--- config.mk ---
export PLATFORM = sky130hd
export DESIGN_NAME = i2c_linectl
export DESIGN_NICKNAME = d
export VERILOG_FILES = /design/src/rtl/i2c_linectl_pkg.sv /design/src/rtl/i2c_linectl_sync.sv /design/src/rtl/i2c_linectl_xclk.sv /design/src/rtl/i2c_linectl_regs.sv /design/src/rtl/i2c_linectl.sv
export SDC_FILE = /design/constraint.sdc
export NUM_CORES = 1
export LEC_CHECK = 0
export BUFFER_PORTS_ARGS = -buffer_cell sky130_fd_sc_hd__buf_2
export CORE_MARGIN = 1.5
export CORE_UTILIZATION = 42
export DETAILED_ROUTE_END_ITERATION = 8
export GPL_TIMING_DRIVEN = 0
export PLACE_DENSITY = 0.75
export RECOVER_POWER = 100
export SLEW_MARGIN = 10
export SYNTH_ARGS = -nofsm -noshare
export SYNTH_HDL_FRONTEND = slang
export SYNTH_HIERARCHICAL = 1
export SYNTH_SLANG_ARGS = --single-unit
--- constraint.sdc ---
create_clock -name clk -period 1.5 [get_ports clk]
set_clock_uncertainty 0.15 [all_clocks]
set_input_delay 0.45 -clock clk [delete_from_list [all_inputs] [get_ports clk]]
set_output_delay 0.45 -clock clk [all_outputs]
set_load 0.02 [all_outputs]
--- src/rtl/i2c_linectl_pkg.sv ---
package i2c_linectl_pkg;
  localparam int unsigned B_SDA_MON = 0;
  localparam int unsigned B_SCL_MON = 1;
  localparam int unsigned B_SDA_LAT = 2;
  localparam int unsigned B_SCL_LAT = 3;
  localparam int unsigned B_PROT    = 4;
  localparam int unsigned B_XCLK    = 5;
  localparam int unsigned B_IRST    = 6;
  localparam int unsigned B_EN      = 7;

  typedef enum logic [1:0] {
    XC_IDLE = 2'd0,
    XC_LOW  = 2'd1,
    XC_HIGH = 2'd2
  } xclk_state_e;
endpackage

--- src/rtl/i2c_linectl_sync.sv ---
module i2c_linectl_sync #(
  parameter int unsigned WIDTH   = 2,
  parameter int unsigned STAGES  = 2,
  parameter logic        RST_VAL = 1'b1
) (
  input  logic             clk,
  input  logic             rst_n,
  input  logic [WIDTH-1:0] d,
  output logic [WIDTH-1:0] q
);
  for (genvar g = 0; g < WIDTH; g++) begin : g_bit
    logic [STAGES-1:0] sh_q;
    logic [STAGES-1:0] sh_d;

    always_comb begin
      sh_d = {sh_q[STAGES-2:0], d[g]};
    end

    always_ff @(posedge clk or negedge rst_n) begin
      if (!rst_n) sh_q <= {STAGES{RST_VAL}};
      else        sh_q <= sh_d;
    end

    assign q[g] = sh_q[STAGES-1];
  end
endmodule

--- src/rtl/i2c_linectl_xclk.sv ---
module i2c_linectl_xclk
  import i2c_linectl_pkg::*;
#(
  parameter int unsigned PHASE_CYC = 4
) (
  input  logic clk,
  input  logic rst_n,
  input  logic clr,
  input  logic req,
  input  logic gnt,
  output logic low,
  output logic done
);
  localparam int unsigned CNT_W = (PHASE_CYC > 1) ? $clog2(PHASE_CYC) : 1;
  localparam logic [CNT_W-1:0] LAST = CNT_W'(PHASE_CYC - 1);

  xclk_state_e st_q, st_d;
  logic [CNT_W-1:0] cnt_q, cnt_d;

  always_comb begin
    st_d  = st_q;
    cnt_d = cnt_q;
    unique case (st_q)
      XC_IDLE: if (req && gnt) begin
        st_d  = XC_LOW;
        cnt_d = '0;
      end
      XC_LOW: if (cnt_q == LAST) begin
        st_d  = XC_HIGH;
        cnt_d = '0;
      end else begin
        cnt_d = cnt_q + 1'b1;
      end
      XC_HIGH: if (cnt_q == LAST) begin
        st_d  = XC_IDLE;
        cnt_d = '0;
      end else begin
        cnt_d = cnt_q + 1'b1;
      end
      default: begin
        st_d  = XC_IDLE;
        cnt_d = '0;
      end
    endcase
    if (clr) begin
      st_d  = XC_IDLE;
      cnt_d = '0;
    end
  end

  always_ff @(posedge clk or negedge rst_n) begin
    if (!rst_n) begin
      st_q  <= XC_IDLE;
      cnt_q <= '0;
    end else begin
      st_q  <= st_d;
      cnt_q <= cnt_d;
    end
  end

  assign low  = (st_q == XC_LOW);
  assign done = (st_q == XC_HIGH) && (cnt_q == LAST);

  // phase counter never passes the programmed phase length
  a_r5_cnt_bound: assert property (@(posedge clk) disable iff (!rst_n)
    cnt_q <= LAST);

  // low phase is always followed by the high phase
  a_r5_low_then_high: assert property (@(posedge clk) disable iff (!rst_n)
    (st_q == XC_LOW && cnt_q == LAST && !clr) |=> (st_q == XC_HIGH));

  // clear always parks the generator
  a_r6_clr_idle: assert property (@(posedge clk) disable iff (!rst_n)
    clr |=> (st_q == XC_IDLE));
endmodule

--- src/rtl/i2c_linectl_regs.sv ---
module i2c_linectl_regs
  import i2c_linectl_pkg::*;
(
  input  logic       clk,
  input  logic       rst_n,
  input  logic       acc,
  input  logic [7:0] wdata,
  input  logic       xfer_busy,
  input  logic       done,
  output logic       en,
  output logic       irst,
  output logic       sda_lat,
  output logic       scl_lat,
  output logic       xreq,
  output logic       unsafe,
  output logic       rst_eff
);
  logic en_q, en_d, irst_q, irst_d;
  logic sda_q, sda_d, scl_q, scl_d;
  logic xreq_q, xreq_d, uns_q, uns_d;
  logic en_eff, full_eff, lat_ld;

  always_comb begin
    rst_eff  = acc ? wdata[B_IRST] : irst_q;
    en_eff   = acc ? wdata[B_EN]   : en_q;
    full_eff = rst_eff && !en_eff;
    lat_ld   = acc && !wdata[B_PROT] && !rst_eff;

    en_d   = en_eff;
    irst_d = rst_eff;
    sda_d  = sda_q;
    scl_d  = scl_q;
    xreq_d = xreq_q;
    uns_d  = uns_q;

    if (rst_eff) begin
      sda_d  = 1'b1;
      scl_d  = 1'b1;
      xreq_d = 1'b0;
      if (full_eff) uns_d = 1'b0;
    end else begin
      if (lat_ld) begin
        sda_d = wdata[B_SDA_LAT];
        scl_d = wdata[B_SCL_LAT];
        if (xfer_busy) uns_d = 1'b1;
      end
      if (acc && wdata[B_XCLK]) xreq_d = 1'b1;
      else if (done)            xreq_d = 1'b0;
    end
  end

  always_ff @(posedge clk or negedge rst_n) begin
    if (!rst_n) begin
      en_q   <= 1'b0;
      irst_q <= 1'b0;
      sda_q  <= 1'b1;
      scl_q  <= 1'b1;
      xreq_q <= 1'b0;
      uns_q  <= 1'b0;
    end else begin
      en_q   <= en_d;
      irst_q <= irst_d;
      sda_q  <= sda_d;
      scl_q  <= scl_d;
      xreq_q <= xreq_d;
      uns_q  <= uns_d;
    end
  end

  assign en      = en_q;
  assign irst    = irst_q;
  assign sda_lat = sda_q;
  assign scl_lat = scl_q;
  assign xreq    = xreq_q;
  assign unsafe  = uns_q;

  // a protected write leaves both drive latches untouched
  a_r3_protect: assert property (@(posedge clk) disable iff (!rst_n)
    (acc && wdata[B_PROT] && !wdata[B_IRST]) |=> ($stable(sda_q) && $stable(scl_q)));

  // while internal reset is held, latches are released and no request pends
  a_r6_reset_hold: assert property (@(posedge clk) disable iff (!rst_n)
    irst_q |-> (sda_q && scl_q && !xreq_q));

  // the request bit only drops after a finished pulse or a reset
  a_r5_selfclear: assert property (@(posedge clk) disable iff (!rst_n)
    $fell(xreq_q) |-> ($past(done) || $past(rst_eff)));

  // the sticky flag survives anything but a full reset
  a_r7_sticky: assert property (@(posedge clk) disable iff (!rst_n)
    (uns_q && !(acc && wdata[B_IRST] && !wdata[B_EN])) |=> uns_q);
endmodule

--- src/rtl/i2c_linectl.sv ---
module i2c_linectl
  import i2c_linectl_pkg::*;
#(
  parameter int unsigned ADDR_W    = 4,
  parameter logic [ADDR_W-1:0] REG_ADDR = '0,
  parameter int unsigned PHASE_CYC = 4,
  parameter int unsigned SYNC_STG  = 2
) (
  input  logic              clk,
  input  logic              rst_n,
  input  logic [ADDR_W-1:0] reg_addr,
  input  logic              reg_wr,
  input  logic [7:0]        reg_wdata,
  output logic [7:0]        reg_rdata,
  input  logic              sda_in,
  input  logic              scl_in,
  output logic              sda_oe,
  output logic              scl_oe,
  output logic              xclk_req,
  input  logic              xclk_gnt,
  input  logic              xfer_busy,
  output logic              bitcnt_clr,
  output logic              unsafe_wr
);
  logic sel, acc;
  logic en, irst, sda_lat, scl_lat, xreq, unsafe, rst_eff;
  logic xc_low, xc_done;
  logic [1:0] line_raw, line_mon;

  assign sel = (reg_addr == REG_ADDR);
  assign acc = sel && reg_wr;

  i2c_linectl_regs u_regs (
    .clk       (clk),
    .rst_n     (rst_n),
    .acc       (acc),
    .wdata     (reg_wdata),
    .xfer_busy (xfer_busy),
    .done      (xc_done),
    .en        (en),
    .irst      (irst),
    .sda_lat   (sda_lat),
    .scl_lat   (scl_lat),
    .xreq      (xreq),
    .unsafe    (unsafe),
    .rst_eff   (rst_eff)
  );

  i2c_linectl_xclk #(.PHASE_CYC(PHASE_CYC)) u_xclk (
    .clk   (clk),
    .rst_n (rst_n),
    .clr   (rst_eff),
    .req   (xclk_req),
    .gnt   (xclk_gnt),
    .low   (xc_low),
    .done  (xc_done)
  );

  assign xclk_req   = xreq && en;
  assign sda_oe     = en && !sda_lat;
  assign scl_oe     = en && (!scl_lat || xc_low);
  assign bitcnt_clr = irst;
  assign unsafe_wr  = unsafe;

  assign line_raw[0] = sda_in && !sda_oe;
  assign line_raw[1] = scl_in && !scl_oe;

  i2c_linectl_sync #(.WIDTH(2), .STAGES(SYNC_STG), .RST_VAL(1'b1)) u_sync (
    .clk   (clk),
    .rst_n (rst_n),
    .d     (line_raw),
    .q     (line_mon)
  );

  always_comb begin
    reg_rdata = '0;
    if (sel) begin
      reg_rdata[B_SDA_MON] = line_mon[0];
      reg_rdata[B_SCL_MON] = line_mon[1];
      reg_rdata[B_SDA_LAT] = sda_lat;
      reg_rdata[B_SCL_LAT] = scl_lat;
      reg_rdata[B_PROT]    = 1'b1;
      reg_rdata[B_XCLK]    = xreq;
      reg_rdata[B_IRST]    = irst;
      reg_rdata[B_EN]      = en;
    end
  end

  // an extra pulse only drives SCL while a request is outstanding
  a_r5_low_needs_req: assert property (@(posedge clk) disable iff (!rst_n)
    xc_low |-> xreq);
endmodule

# --- Word level (Yosys, flattened, before mapping) ---
# Index checks and enable logic that the tools add are counted.
# Widths: inputs -> output; s select.
totals:
  regBits: 14
  word_cells: 69
  inputBits: 19
  output_inout_bits: 13
op_classes:
  addsub: 1
  n_mux: 23
  eq_ne: 7
  reduce_logical: 28
op_table:
  columns: ["cell", "count"]
  rows:
  - ["$mux 2", 7]
  - ["$mux 1", 13]
  - ["$logic_and 1x1->1", 12]
  - ["$mux 8", 1]
  - ["$logic_not 1->1", 7]
  - ["$pmux 2 s3", 1]
  - ["$reduce_and 3->1", 2]
  - ["$eq 2x2->1 const B", 2]
  - ["$logic_not 4->1", 1]
  - ["$pmux 2 s2", 1]
  - ["$reduce_bool 2->1", 2]
  - ["$ne 3x1->1 const B", 1]
  - ["$ne 3x2->1 const B", 1]
  - ["$ne 3x3->1 const B", 1]
  - ["$reduce_bool 3->1", 1]
  - ["$add 2x1->2 const B", 1]
  - ["$eq 2x1->1 const B", 1]
  - ["$logic_not 2->1", 1]
  - ["$ne 2x2->1 const B", 1]
  - ["$reduce_or 2->1", 1]
  - ["$logic_or 1x1->1", 1]

# --- Depth between registers and ports, before layout ---
# Gate-level depths: netlist (run 1).
depth:
  depth_word: 7
  mapped_depth: 7
  mapped_depth_nobuf: 7

# --- Cells and area by module ---
# Netlist (run 1), hierarchy kept.
by_module_without_submodules:
  columns: ["module", "cells_each", "area_per_inst_um2", "instances", "seq_area_each_um2"]
  rows:
  - ["i2c_linectl_xclk", 26, 296.5, 1, 100.1]
  - ["i2c_linectl_regs", 21, 254.0, 1, 152.6]
  - ["i2c_linectl_sync", 6, 120.1, 1, 105.1]
  - ["i2c_linectl", 16, 117.6, 1, 0.0]

# --- Least setup slack after synthesis (run 1) ---
# No wires, ideal clock.
synth_timing:
  path_type: "input port to flip-flop"
  from: "input port reg_addr[1]"
  to: "register u_xclk.cnt_q[0]"
  t_required_ns: 1.225
  t_arrival_ns: 2.036
  n_path_buf: 0
  setup_ns: 0.125
  path_stages: 7
  path_slack_ns: -0.810
  path_cell_list: "nor4_4 > and2_1 > mux2i_1 > inv_1 > nor2b_2 > and2_4 > mux2_2"
synth_via:
  elab_chain_cells: 4
  elab_cells_between_ends: 5
  cone_classes: "eq/ne (1); mux (2); reduce/logical (2)"
synth_rtl:
  columns: ["element", "line_no", "rtl"]
  rows:
  - ["start: declaration", "i2c_linectl.sv:11", "input logic [ADDR_W-1:0] reg_addr,"]
  - ["$logic_not 4->1 *", "i2c_linectl.sv:30", "assign sel = (reg_addr == REG_ADDR);"]
  - ["$logic_and 1x1->1 *", "i2c_linectl.sv:31", "assign acc = sel && reg_wr;"]
  - ["via acc", "i2c_linectl.sv:25", "logic sel, acc;"]
  - ["$mux 1 *", "i2c_linectl_regs.sv:24", "rst_eff = acc ? wdata[B_IRST] : irst_q;"]
  - ["via rst_eff", "i2c_linectl.sv:26", "logic en, irst, sda_lat, scl_lat, xreq, unsafe, rst_eff;"]
  - ["$ne 3x2->1 (no line) or $mux 2 (tied branches)", null, null]
  - ["end signal: assignment", "i2c_linectl_xclk.sv:57", "cnt_q <= cnt_d;"]
  - ["end: declaration", "i2c_linectl_xclk.sv:18", "logic [CNT_W-1:0] cnt_q, cnt_d;"]
# Mark *: on every way through the listed nets, which the timed path passes. The rest lies on a longest branch.
# A chain may end at the register's enable or synchronous reset.

# --- Final worst setup path (run 1) ---
layout_timing:
  from: "input port reg_addr[1]"
  to: "register u_xclk.cnt_q[0]"
layout_via:
  elab_chain_cells: 4
  elab_cells_between_ends: 5
  cone_classes: "eq/ne (1); mux (2); reduce/logical (2)"
layout_rtl:
  columns: ["element", "line_no"]
  rows:
  - ["$logic_not 4->1 *", "i2c_linectl.sv:30"]
  - ["via sel", "i2c_linectl.sv:25"]
  - ["$logic_and 1x1->1 *", "i2c_linectl.sv:31"]
  - ["via acc", "i2c_linectl.sv:25"]
  - ["$mux 1 *", "i2c_linectl_regs.sv:24"]
  - ["via rst_eff", "i2c_linectl.sv:26"]
  - ["$ne 3x2->1 (no line) or $mux 2 (tied branches)", null]
# Marks and branches as above.

==> metrics.log, run 1 <==
[metrics] result of the run: complete, but fails checks
[metrics] violated checks: negative setup slack
[metrics] Max rail drop VDD: 0.0009324 V
[metrics] core area: 1745 sq um
[metrics] final standard cell count with taps included and fillers excluded: 140
[metrics] Hold WC Path Type: reg2reg
[metrics] top cells by area, synth: sky130_fd_sc_hd__dfrtp_1, sky130_fd_sc_hd__dfstp_2, sky130_fd_sc_hd__ha_1
[metrics] pins over their slew limit: 0
[metrics] antenna violations before repair: 0
[metrics] Crit Path Category: in2reg
[metrics] clock latency on the worst-skew pair: around 0.27 ns
[metrics] count of synthesis-stage warnings from yosys: 6
[metrics] aggregate global routing overflow: 0
[metrics] Crit path arrival time: between 1.5 and 2 ns
[metrics] Seq/Total Area, Yosys: 0.4540
[metrics] crit path cell chain: buf_6 > nor4_4 > and2_4 > mux2i_4 > inv_2 > nor2b_4 > and2_4 > mux2_4
[metrics] number of synthesized register bits: 14
[metrics] Max stage delay on crit path: 0.29 ns
[metrics] clock-pin slew of the registers on the worst-case setup and hold paths: 0.09 ns
[metrics] count of max-cap constraint violations: 0
[metrics] initial detailed-routing violation count: 6
[metrics] number of nets still failing antenna checks after routing: 0
[metrics] effective utilization at floorplan: 0.4516
[metrics] DRC errors left: 0
[metrics] Synth Net Count: 94
[metrics] post-synthesis simple-gate area fraction: 0.2190
[metrics] clock net sink count: 14
[metrics] root buffer cell: sky130_fd_sc_hd__clkbuf_4
[metrics] fraction of final layout cells sized beyond drive strength 1: 0.7043
[metrics] largest net degree at the start of global routing: 15
[metrics] vias: 697
[metrics] Setup Viol. Count Final: 16
[metrics] global routing usage summed across all routing layers: 0.1896
[metrics] share of the synthesized area in the top cell type: 0.2540
[metrics] number of fill cells: 113
[metrics] required time reported for the critical path endpoint: 1.51 ns
[metrics] number of instances in the synthesized netlist: 69
[metrics] unrepaired setup endpoints after global routing: true
[metrics] worst hold margin: 0.2092 ns
[metrics] area share of fa/ha/maj cells after synthesis: 0.09524
[metrics] post-detailed-routing wire length: around 1900 microns
[metrics] clock tree from TritonCTS: yes
[metrics] share of async-settable or async-resettable flops after synthesis: 1.000
[metrics] RePlAce Congestion: 0.7660
[metrics] NumNets Final: 141
[metrics] cell type group with the largest total delay on the critical path: simple AND/OR/NAND/NOR gates
[metrics] area share of xor/xnor cells in the synthesized design: 0
[metrics] global-route wire length before repair: 2746 microns
[metrics] number of buffers on the longest clock path: 2
[metrics] slowest cell on the critical path: sky130_fd_sc_hd__mux2_4
[metrics] cell count after placement: 123
[metrics] EDFF count, synth: 0
[metrics] crit path capture type: flop
[metrics] most frequently used flop master after synthesis: sky130_fd_sc_hd__dfrtp_1
[metrics] post-route setup slack: -0.4274 ns
[metrics] post-synthesis to final-layout area growth: 60.48%
[metrics] Yosys cell types: 25
[metrics] largest area contributor in the netlist: sky130_fd_sc_hd__dfrtp_1
[metrics] mean post-synth cell area: 11.42 sq um
[metrics] Pre-Repair DR Iteration Count: 4
[metrics] critical-path maximum fanout: 4
[metrics] worst relative slew slack: 0.7641
[metrics] Final Hold Fails: 0
[metrics] number of standard-cell rows in the floorplan: 15
[metrics] cell leakage power: ~0.63 nW
[metrics] highest clock rate: 518.8 MHz
[metrics] average vias per placed instance: 4.979
[metrics] I/O pin count: 32
[metrics] total power per unit cell area: 1196 nW/um^2
[metrics] Die Width: approximately 46 microns
[metrics] share of cell area taken by muxes after synthesis: 0.08095
[metrics] startpoint class of the critical path: primary input
[metrics] worst slack at placement: -1.047 ns
[metrics] vertical die dimension: 46.32 microns
[metrics] synthesized-area fraction occupied by ao, oa, aoi and oai cells: 0.09841
[metrics] area of the die: 2146 sq um
[metrics] Wirelength per Cell: 13.59 microns
[metrics] final antenna diode count: 0
[metrics] number of buffers added on ports: 29
[metrics] vias in the first global route: 653
[metrics] detailed placement HPWL: 1180 microns
[metrics] number of clock buffers inserted by TritonCTS: 3
[metrics] min Tclk post-route: 1.927 ns
[metrics] Max H-tree Level: 1
[metrics] crit share post-route: 1.285
[metrics] area of the mapped netlist: 788.3 sq um
[metrics] library cell appearing most often on the critical path: sky130_fd_sc_hd__and2_4
[metrics] Bufs and invs on worst path: 2
[metrics] main combinational cell family by area after synthesis: simple AND/OR/NAND/NOR gates
[metrics] Worst-Margin Slew: 0.3539 ns
-- area by class of cell --
class | instances | area (sq um) | area share
inverter | 5 | 18.77 | 0.01484
tap | 25 | 31.28 | 0.02473
buffer | 3 | 26.28 | 0.02077
clock buffer | 4 | 36.28 | 0.02868
multi-input combinational | 47 | 459.2 | 0.3630
timing repair buffer | 42 | 332.8 | 0.2631
sequential | 14 | 360.3 | 0.2849
-- timing repair --
action / CTS / global route
endpoints found under the hold margin: 8 / 0
resized for setup: 42 / 4
setup buffers: 10 / 2
setup endpoints to repair: 22 / 18
pin swaps: 10 / 0
hold buffers: 1 / 0
-- synthesized netlist by cell type, drive strengths merged (2+ instances only) --
| cell type | instances |
|---|---|
| and2 | 12 |
| dfrtp | 8 |
| dfstp | 6 |
| ha | 6 |
| inv | 5 |
| nor2b | 4 |
| a21oi | 3 |
| buf | 3 |
| mux2 | 3 |
| mux2i | 3 |
| a32o | 2 |
| nand2 | 2 |
| nor3 | 2 |
-- where the power goes --
part	switching [W]	total, W	internal (W)
sequential	0.0000578	0.000517	0.000460
combinational	0.000291	0.000727	0.000437
clock	0.000120	0.000268	0.000147
-- flip-flops by register name, indices dropped and copies added (netlist names) --
register           cells
u_sync/g_bit.sh_q      4
u_xclk/cnt_q           2
u_xclk/st_q            2
u_regs/en              1
u_regs/irst            1
u_regs/scl_lat         1
u_regs/sda_lat         1
u_regs/unsafe          1
u_regs/xreq            1
-- metrics by stage --
step	area [sq um]	setup TNS [ns]	util	total power [W]
after floorplan	815.8	-4.831	-	0.0008991
after global placement	992.2	-9.912	0.5685	0.001006
after detailed placement	992.2	-10.23	0.5685	0.001027
after CTS	1246	-5.291	0.7140	0.001485
after global routing	1265	-6.241	0.7247	0.001599
final	1265	-5.355	0.7247	0.001512
-- cells by family (layout without fill, tap and decap cells) --
logic type | after synthesis | in the layout
and+or+nand+nor | 25 | 25
muxes | 6 | 6
DFF | 14 | 14
adders and majority gates | 6 | 6
AOI/OAI and AO/OA | 10 | 10
buffers and inverters | 8 | 54
-- layer usage --
layer | vias to the layer above | GRT usage | part of all wire
met5 | - | 0 | 0
met2 | 33 | 0.3278 | 0.52
met4 | 0 | 0.1029 | 0.013
li1 | 328 | - | -
met3 | 4 | 0.04706 | 0.074
met1 | 332 | 0.2103 | 0.39
-- cell usage in the layout (no fill, tap or decap), types with 3 or more instances in the layout --
cell type	netlist	final
sky130_fd_sc_hd__a21oi_1	3	3
sky130_fd_sc_hd__and2_4	1	9
sky130_fd_sc_hd__buf_2	0	13
sky130_fd_sc_hd__buf_4	3	14
sky130_fd_sc_hd__buf_6	0	15
sky130_fd_sc_hd__clkbuf_4	0	3
sky130_fd_sc_hd__dfrtp_1	8	6
sky130_fd_sc_hd__dfstp_2	6	6
sky130_fd_sc_hd__ha_1	6	4
sky130_fd_sc_hd__inv_1	5	3
-- worst register-to-register path, stage by stage, from the launching register on --
cell,delay (ns)
sky130_fd_sc_hd__dfrtp_1,0.36
sky130_fd_sc_hd__inv_1,0.06
sky130_fd_sc_hd__buf_4,0.12
sky130_fd_sc_hd__buf_4,0.13
sky130_fd_sc_hd__ha_1,0.20
sky130_fd_sc_hd__o21ba_1,0.22
sky130_fd_sc_hd__a22o_1,0.23
sky130_fd_sc_hd__a32o_1,0.19
-- path summary, 6_finish.rpt --
path	start	endpoint	slack, ns	depth (start not counted)
setup / recovery	reg_addr[1]	u_xclk/cnt_q[0]	-0.43	8
hold / removal	u_sync/g_bit[1].sh_q[0]	u_sync/g_bit[1].sh_q[1]	0.21	0
setup reg to reg	u_xclk/st_q[1]	u_xclk/st_q[1]	-0.27	7
hold reg to reg	u_sync/g_bit[1].sh_q[0]	u_sync/g_bit[1].sh_q[1]	0.21	0
max in group asynchronous	rst_n	u_regs/scl_lat	0.43	2
min in group asynchronous	rst_n	u_xclk/st_q[1]	0.46	2
Note: power is estimated with default switching activity, not from simulation.
==> run 2: changes to the inputs <==
- CORE_UTILIZATION: 42 -> 40
- PLACE_DENSITY: 0.75 -> 0.72
- REMOVE_ABC_BUFFERS: unset -> 1
==> run 2 against run 1 <==
Net effect: highest routed layer unchanged; sequential share of layout area shrank 0.40 points; global-route usage shrank 0.63 points; clock power fell by 21%; the run still ends with negative setup slack left; combinational power up 8.0%.
==> metrics.log, run 2 (synthesized netlist as in run 1, its figures left out) <==
[metrics] vertical die dimension: 47.39 microns (+2.3%)
[metrics] RePlAce Congestion: 0.7281 (-4.9%)
[metrics] initial detailed-routing violation count: 7 (+1)
[metrics] Top Registers: u_sync/g_bit.sh_q: 4 flops, u_xclk/cnt_q: 2 flops, u_xclk/st_q: 2 flops
[metrics] Die Width: 47.39 microns (+2.3%)
[metrics] pins over their slew limit: 0 (unchanged)
[metrics] core area: 1783 sq um (+2.2%)
[metrics] min Tclk post-route: 1.991 ns (+0.06373 ns)
[metrics] Hold WC Path Type: reg2reg
[metrics] result of the run: complete, but fails checks
[metrics] global-route wire length before repair: 2697 microns (-1.8%)
[metrics] Total Neg Setup Slack: -7.283 ns (-1.928 ns)
[metrics] Crit path arrival time: 2.00 ns (+0.06 ns)
[metrics] Biggest register: u_sync/g_bit.sh_q
[metrics] count of max-cap constraint violations: 0 (unchanged)
[metrics] NumNets Final: 141 (unchanged)
[metrics] number of standard-cell rows in the floorplan: 15 (unchanged)
[metrics] Final Total Pwr: 0.001514 W (+0.10%)
[metrics] most used cells in the layout excluding fill and tap cells: sky130_fd_sc_hd__buf_6, sky130_fd_sc_hd__buf_2, sky130_fd_sc_hd__and2_4, sky130_fd_sc_hd__buf_4, sky130_fd_sc_hd__dfrtp_1
[metrics] clock-pin slew of the registers on the worst-case setup and hold paths: 0.08 ns (about the same)
[metrics] worst hold margin: 0.2114 ns (+0.002230 ns)
[metrics] startpoint class of the critical path: primary input
[metrics] crit path capture type: flop
[metrics] number of buffers added on ports: 29 (unchanged)
[metrics] required time reported for the critical path endpoint: 1.51 ns (about the same)
[metrics] crit path cell chain: buf_6 > nor4_4 > and2_4 > mux2i_4 > inv_2 > nor2b_4 > and2_4 > mux2_4
[metrics] effective utilization at floorplan: 0.4421 (-0.009508)
[metrics] Crit Path Category: in2reg
[metrics] Bufs and invs on worst path: 2 (unchanged)
[metrics] clock latency on the worst-skew pair: 0.27 ns (about the same)
[metrics] global routing usage summed across all routing layers: 0.1833 (-0.006307)
[metrics] largest net degree at the start of global routing: 15 (unchanged)
[metrics] Max H-tree Level: 1 (unchanged)
[metrics] vias in the first global route: 643 (-1.5%)
[metrics] I/O pin count: 32 (unchanged)
[metrics] Max stage delay on crit path: 0.31 ns (+0.02 ns)
[metrics] DRC errors left: 0 (unchanged)
[metrics] Pre-Repair DR Iteration Count: 3 (-1)
[metrics] post-synthesis to final-layout area growth: 62.22%
[metrics] Setup Viol. Count Final: 22 (+6)
[metrics] Max rail drop VDD: 0.0007958 V (-15%)
[metrics] post-place instance area: 942.2 sq um (-5.0%)
[metrics] fraction of final layout cells sized beyond drive strength 1: 0.6957 (-0.008696)
[metrics] antenna violations before repair: 0 (unchanged)
[metrics] total power per unit cell area: 1184 nW/um^2 (-0.97%)
[metrics] cell type group with the largest total delay on the critical path: simple AND/OR/NAND/NOR gates
[metrics] Final Hold Fails: 0 (unchanged)
[metrics] Wirelength per Cell: 13.97 microns (+2.8%)
[metrics] library cell appearing most often on the critical path: sky130_fd_sc_hd__and2_4
[metrics] critical-path maximum fanout: 4 (unchanged)
[metrics] post-route setup slack: -0.4912 ns (-0.06373 ns)
[metrics] most common cell after layout, fill and taps aside: sky130_fd_sc_hd__buf_6
[metrics] crit share post-route: 1.327 (+0.04249)
[metrics] flip-flop count of the largest register, all copies and words added: 4 (unchanged)
[metrics] vias: 674 (-3.3%)
[metrics] cell leakage power: 0.6377 nW (+0.95%)
[metrics] worst relative slew slack: 0.7645 (about the same)
[metrics] violated checks: negative setup slack
[metrics] average vias per placed instance: 4.814 (-3.3%)
[metrics] unrepaired setup endpoints after global routing: true
[metrics] final antenna diode count: 0 (unchanged)
[metrics] area of the die: 2246 sq um (+4.7%)
[metrics] clock tree from TritonCTS: yes
[metrics] root buffer cell: sky130_fd_sc_hd__clkbuf_4
[metrics] number of buffers on the longest clock path: 2 (unchanged)
[metrics] slowest cell on the critical path: sky130_fd_sc_hd__nor4_4
[metrics] Worst-Margin Slew: 0.3533 ns (-0.0006335 ns)
[metrics] highest clock rate: 502.2 MHz (-3.2%)
[metrics] number of clock buffers inserted by TritonCTS: 3 (unchanged)
[metrics] aggregate global routing overflow: 0 (unchanged)
[metrics] post-detailed-routing wire length: 1956 microns (+2.8%)
[metrics] number of nets still failing antenna checks after routing: 0 (unchanged)
[metrics] clock net sink count: 14 (unchanged)
[metrics] Final Cell Area: 1279 sq um (+1.1%)
## run 2: routing by layer
layer	vias to the layer above	routed length (microns)	part of all wire	GRT usage
li1	325	-	-	-
met1	321	813	0.42	0.1781
met2	26	1032	0.53	0.3432
met3	2	100	0.051	0.04615
met4	0	10	0.0051	0.1056
met5	-	0	0	0
## run 2: area by class of cell
class / instances / area, sq um
clock buffer: 4 / 26.28
inverter: 5 / 18.77
fill: 122 / 504.2
timing repair buffer: 45 / 364.1
multi-input combinational: 47 / 479.2
sequential: 14 / 359.1
tap: 25 / 31.28
## run 2: power breakdown
part | switching (W) | internal, W | total [W]
logic | 0.000315 | 0.000470 | 0.000785
clock network | 0.000109 | 0.000103 | 0.000212
registers | 0.0000585 | 0.000459 | 0.000517
## run 2: metrics by stage
step	cells	utilization	setup WS, ns
finish	140	0.7172	-0.4912
global route	140	0.7172	-0.5378
CTS	136	0.6856	-0.4243
detailed placement	120	0.5284	-1.164
global placement	120	0.5284	-1.143
floorplan	66	-	-0.9889
## run 2: final timing paths
kind,endpoint,start,cells after the start,slack [ns]
max in group asynchronous,u_sync/g_bit[1].sh_q[0],rst_n,2,0.42
max reg2reg,u_xclk/st_q[1],u_xclk/st_q[1],6,-0.28
min reg2reg,u_sync/g_bit[0].sh_q[1],u_sync/g_bit[0].sh_q[0],0,0.21
min in group asynchronous,u_regs/irst,rst_n,2,0.48
min,u_sync/g_bit[0].sh_q[1],u_sync/g_bit[0].sh_q[0],0,0.21
max,u_xclk/cnt_q[0],reg_addr[0],8,-0.49
## run 2: repair_timing
action / 4_1_cts / 5_1_grt
gates resized for setup: 50 / 8
setup endpoints to repair: 21 / 21
setup buffers: 11 / 4
pin swaps: 12 / 5
hold buffers: 1 / 0
endpoints found under the hold margin: 8 / 0
## run 2: worst reg2reg max path, stage by stage (launching register included)
cell	delay (ns)
sky130_fd_sc_hd__dfrtp_1	0.40
sky130_fd_sc_hd__buf_4	0.14
sky130_fd_sc_hd__buf_4	0.12
sky130_fd_sc_hd__ha_1	0.19
sky130_fd_sc_hd__o21ba_1	0.23
sky130_fd_sc_hd__a22o_1	0.24
sky130_fd_sc_hd__a32o_1	0.21
==> run 3: changes to the inputs <==
- PLACE_DENSITY: 0.72 -> 0.71
- SKIP_CTS_REPAIR_TIMING: unset -> 1
- SYNTH_HIERARCHICAL: 1 -> unset
==> run 3 against run 2 <==
Net effect: the run still ends with negative setup slack left; sequential share of layout area is 0.15 points lower; total power decreased by 21%; non-clock buffer count shrank 5; setup slack improved by 0.065 ns; die area is 4.6% higher; critical path depth decreased by 3; sequential power decreased by 7.0%; sequential cell count stayed put; clock-buffer cell count unchanged; final cell count grew 5.0%; synthesized cell count grew 13%.
==> metrics.log, run 3 <==
[metrics] core area: 1962 sq um (+10%)
[metrics] Pre-Repair DR Iteration Count: 4 (+1)
[metrics] antenna violations before repair: 0 (unchanged)
[metrics] largest net degree at the start of global routing: 15 (unchanged)
[metrics] global routing usage summed across all routing layers: 0.1584 (-0.02494)
[metrics] total power per unit cell area: 928.3 nW/um^2 (-22%)
[metrics] worst relative slew slack: 0.7598 (-0.004694)
[metrics] fraction of final layout cells sized beyond drive strength 1: 0.6333 (-0.06232)
[metrics] Biggest register: u_sync.g_bit.sh_q
[metrics] Die Width: 48.47 microns (+2.3%)
[metrics] count of synthesis-stage warnings from yosys: 0 (-6)
[metrics] Crit path arrival time: 1.33 ns (-0.67 ns)
[metrics] root buffer cell: sky130_fd_sc_hd__clkbuf_4
[metrics] post-detailed-routing wire length: 2165 microns (+11%)
[metrics] crit share post-route: 1.284 (-0.04302)
[metrics] pins over their slew limit: 0 (unchanged)
[metrics] number of fill cells: 163 (+34%)
[metrics] Net Sw Frac: 0.3379 (+0.01938)
[metrics] Comb pwr share: 0.359 (-0.159)
[metrics] average vias per placed instance: 5.150 (+7.0%)
[metrics] share of async-settable or async-resettable flops after synthesis: 1.000 (unchanged)
[metrics] violated checks: negative setup slack
[metrics] post-synthesis to final-layout area growth: 55.98%
[metrics] top cells by instance count after synthesis: sky130_fd_sc_hd__and2_2, sky130_fd_sc_hd__dfrtp_1, sky130_fd_sc_hd__inv_1
[metrics] startpoint class of the critical path: primary input
[metrics] sequential share of power: 0.402 (+0.060)
[metrics] post-place instance area: 987.2 sq um (+4.8%)
[metrics] clock-pin slew of the registers on the worst-case setup and hold paths: 0.09 ns (about the same)
[metrics] area share of xor/xnor cells in the synthesized design: 0 (unchanged)
[metrics] global-route wire length before repair: 2904 microns (+7.7%)
[metrics] Worst-Margin Slew: 0.3603 ns (+0.007040 ns)
[metrics] end-of-flow core utilization: 0.6575 (-0.05967)
[metrics] Final Cell Area: 1290 sq um (+0.88%)
[metrics] Hold WC Path Type: reg2reg
[metrics] Yosys cell types: 34 (+36%)
[metrics] Final Hold Fails: 0 (unchanged)
[metrics] Final Total Pwr: 0.001197 W (-21%)
[metrics] I/O pin count: 32 (unchanged)
[metrics] vertical die dimension: 48.47 microns (+2.3%)
[metrics] sequential cell area: 360.3 sq um (+0.35%)
[metrics] critical-path maximum fanout: 3 (-1)
[metrics] EDFF count, synth: 0 (unchanged)
[metrics] Setup Viol. Count Final: 21 (-4.5%)
[metrics] area share of fa/ha/maj cells after synthesis: 0.06051 (-0.03472)
[metrics] detailed placement HPWL: 1272 microns
[metrics] number of buffers on the longest clock path: 2 (unchanged)
[metrics] effective utilization at floorplan: 0.4216 (-0.02055)
[metrics] area of the mapped netlist: 827.0 sq um (+4.9%)
[metrics] worst hold margin: 0.2089 ns (-0.002548 ns)
[metrics] Wirelength per Cell: 14.73 microns (+5.4%)
[metrics] crit path capture type: output port
[metrics] clock latency on the worst-skew pair: 0.29 ns (+0.02 ns)
[metrics] clock tree from TritonCTS: yes
[metrics] top cells by area, synth: sky130_fd_sc_hd__dfrtp_1, sky130_fd_sc_hd__dfstp_2, sky130_fd_sc_hd__and2_2
[metrics] post-synthesis simple-gate area fraction: 0.2390 (+0.01998)
[metrics] footprint of the multi-input gates: 498.0 sq um (+3.9%)
[metrics] cell leakage power: 0.5841 nW (-8.4%)
[metrics] Max H-tree Level: 1 (unchanged)
[metrics] synthesized-area fraction occupied by ao, oa, aoi and oai cells: 0.1740 (+0.07557)
[metrics] main combinational cell family by area after synthesis: simple AND/OR/NAND/NOR gates
[metrics] number of synthesized register bits: 14 (unchanged)
[metrics] min Tclk post-route: 1.927 ns (-0.06453 ns)
[metrics] Crit Path Category: in2out
[metrics] setup slack of the worst register-to-register path: -0.13 ns (+0.15 ns)
[metrics] DRC errors left: 0 (unchanged)
[metrics] NumNets Final: 144 (+2.1%)
[metrics] final antenna diode count: 0 (unchanged)
[metrics] initial detailed-routing violation count: 8 (+1)
[metrics] highest clock rate: 519.0 MHz (+3.3%)
[metrics] cell-internal power: 0.0007928 W (-23%)
[metrics] RePlAce Congestion: 0.7550 (+3.7%)
[metrics] flip-flop count of the largest register, all copies and words added: 4 (unchanged)
[metrics] share of the synthesized area in the top cell type: 0.2421 (-0.01191)
[metrics] Top Registers: u_sync.g_bit.sh_q: 4 flops, u_xclk.cnt_q: 2 flops, u_xclk.st_q: 2 flops
[metrics] largest area contributor in the netlist: sky130_fd_sc_hd__dfrtp_1
[metrics] number of nets still failing antenna checks after routing: 0 (unchanged)
[metrics] required time reported for the critical path endpoint: 0.90 ns (-0.61 ns)
[metrics] number of instances in the synthesized netlist: 78 (+13%)
[metrics] number of clock buffers inserted by TritonCTS: 3 (unchanged)
[metrics] most common cell after layout, fill and taps aside: sky130_fd_sc_hd__buf_6
[metrics] clock net sink count: 14 (unchanged)
[metrics] most used cells in the layout excluding fill and tap cells: sky130_fd_sc_hd__buf_6, sky130_fd_sc_hd__buf_2, sky130_fd_sc_hd__and2_4
[metrics] switching component of the power: 0.0004046 W (-16%)
[metrics] area of the die: 2349 sq um (+4.6%)
[metrics] Max rail drop VDD: 0.0004556 V (-43%)
[metrics] mean post-synth cell area: 10.60 sq um (-7.2%)
[metrics] aggregate global routing overflow: 0 (unchanged)
[metrics] post-route setup slack: -0.4266 ns (+0.06453 ns)
[metrics] Seq/Total Area, Yosys: 0.4327 (-0.02129)
[metrics] cell count after placement: 132 (+10%)
[metrics] unrepaired setup endpoints after global routing: true
[metrics] number of standard-cell rows in the floorplan: 16 (+1)
[metrics] number of buffers added on ports: 29 (unchanged)
[metrics] count of max-cap constraint violations: 0 (unchanged)
[metrics] final standard cell count with taps included and fillers excluded: 147 (+5.0%)
[metrics] vias in the first global route: 691 (+7.5%)
[metrics] result of the run: complete, but fails checks
[metrics] vias: 757 (+12%)
[metrics] share of cell area taken by muxes after synthesis: 0.03933 (-0.04162)
[metrics] relative contribution of the clock network to total power: 0.239 (+0.099)
[metrics] most frequently used flop master after synthesis: sky130_fd_sc_hd__dfrtp_1
==> run 3: cell count changes after synthesis, moves of 3 or more <==
cell	before	now
sky130_fd_sc_hd__nor2_1	0	4
sky130_fd_sc_hd__and2_1	11	1
sky130_fd_sc_hd__o211ai_1	0	3
sky130_fd_sc_hd__and2_2	0	8
sky130_fd_sc_hd__nand3_1	0	5
==> run 3: critical path: stages <==
cell and delay, ns:
sky130_fd_sc_hd__buf_6 0.10, sky130_fd_sc_hd__nor4_4 0.33, sky130_fd_sc_hd__buf_2 0.19, sky130_fd_sc_hd__and2_4 0.14
sky130_fd_sc_hd__buf_6 0.11
==> run 3: metrics by stage <==
stage | setup TNS, ns | setup slack (ns)
finish | -5.954 | -0.4266
global route | -6.878 | -0.4552
CTS | -6.813 | -0.6608
detailed placement | -9.044 | -0.6557
global placement | -9.150 | -0.6623
floorplan | -6.117 | -0.4882
==> run 3: path summary, 6_finish.rpt <==
kind | cells after the start | endpoint | start
max reg2reg | 4 | u_xclk.st_q[1] | u_xclk.cnt_q[0]
min in group asynchronous | 2 | u_xclk.st_q[0] | rst_n
min reg2reg | 0 | u_sync.g_bit[0].sh_q[1] | u_sync.g_bit[0].sh_q[0]
max | 5 | reg_rdata[2] | reg_addr[2]
max in group asynchronous | 2 | u_sync.g_bit[0].sh_q[0] | rst_n
min | 0 | u_sync.g_bit[0].sh_q[1] | u_sync.g_bit[0].sh_q[0]
==> run 3: cell families after synthesis <==
family / count (synthesis)
AO/OA/AOI/OAI: 19
AND/OR/NAND/NOR: 29
adder cells (fa/ha/maj): 4
multiplexers: 3
buffers and inverters: 9
flip-flops: 14
==> run 3: layout make-up <==
class | count | area share
Multi-Input combinational cell | 55 | 0.3860
Sequential cell | 14 | 0.2793
Timing Repair Buffer | 40 | 0.2599
Clock buffer | 4 | 0.02813
Tap cell | 27 | 0.02619
Inverter | 7 | 0.02037
==> run 3: layer usage <==
metal  global-route usage  part of all wire  up-vias
li1                     -                 -      361
met1               0.2016              0.42      366
met2               0.2523              0.52       25
met3              0.01543             0.036        5
met4               0.1143             0.024        0
met5                    0                 0        -
==> run 3: power groups by stage <==
stage	clock, W	combinational, W	sequential (W)
4_1_cts	0.000291	0.000284	0.000472
5_1_grt	0.000306	0.000474	0.000489
3_3_place_gp	0	0.000275	0.000474
3_5_place_dp	0	0.000284	0.000478
6_report	0.000287	0.000429	0.000481
2_1_floorplan	0	0.000187	0.000476
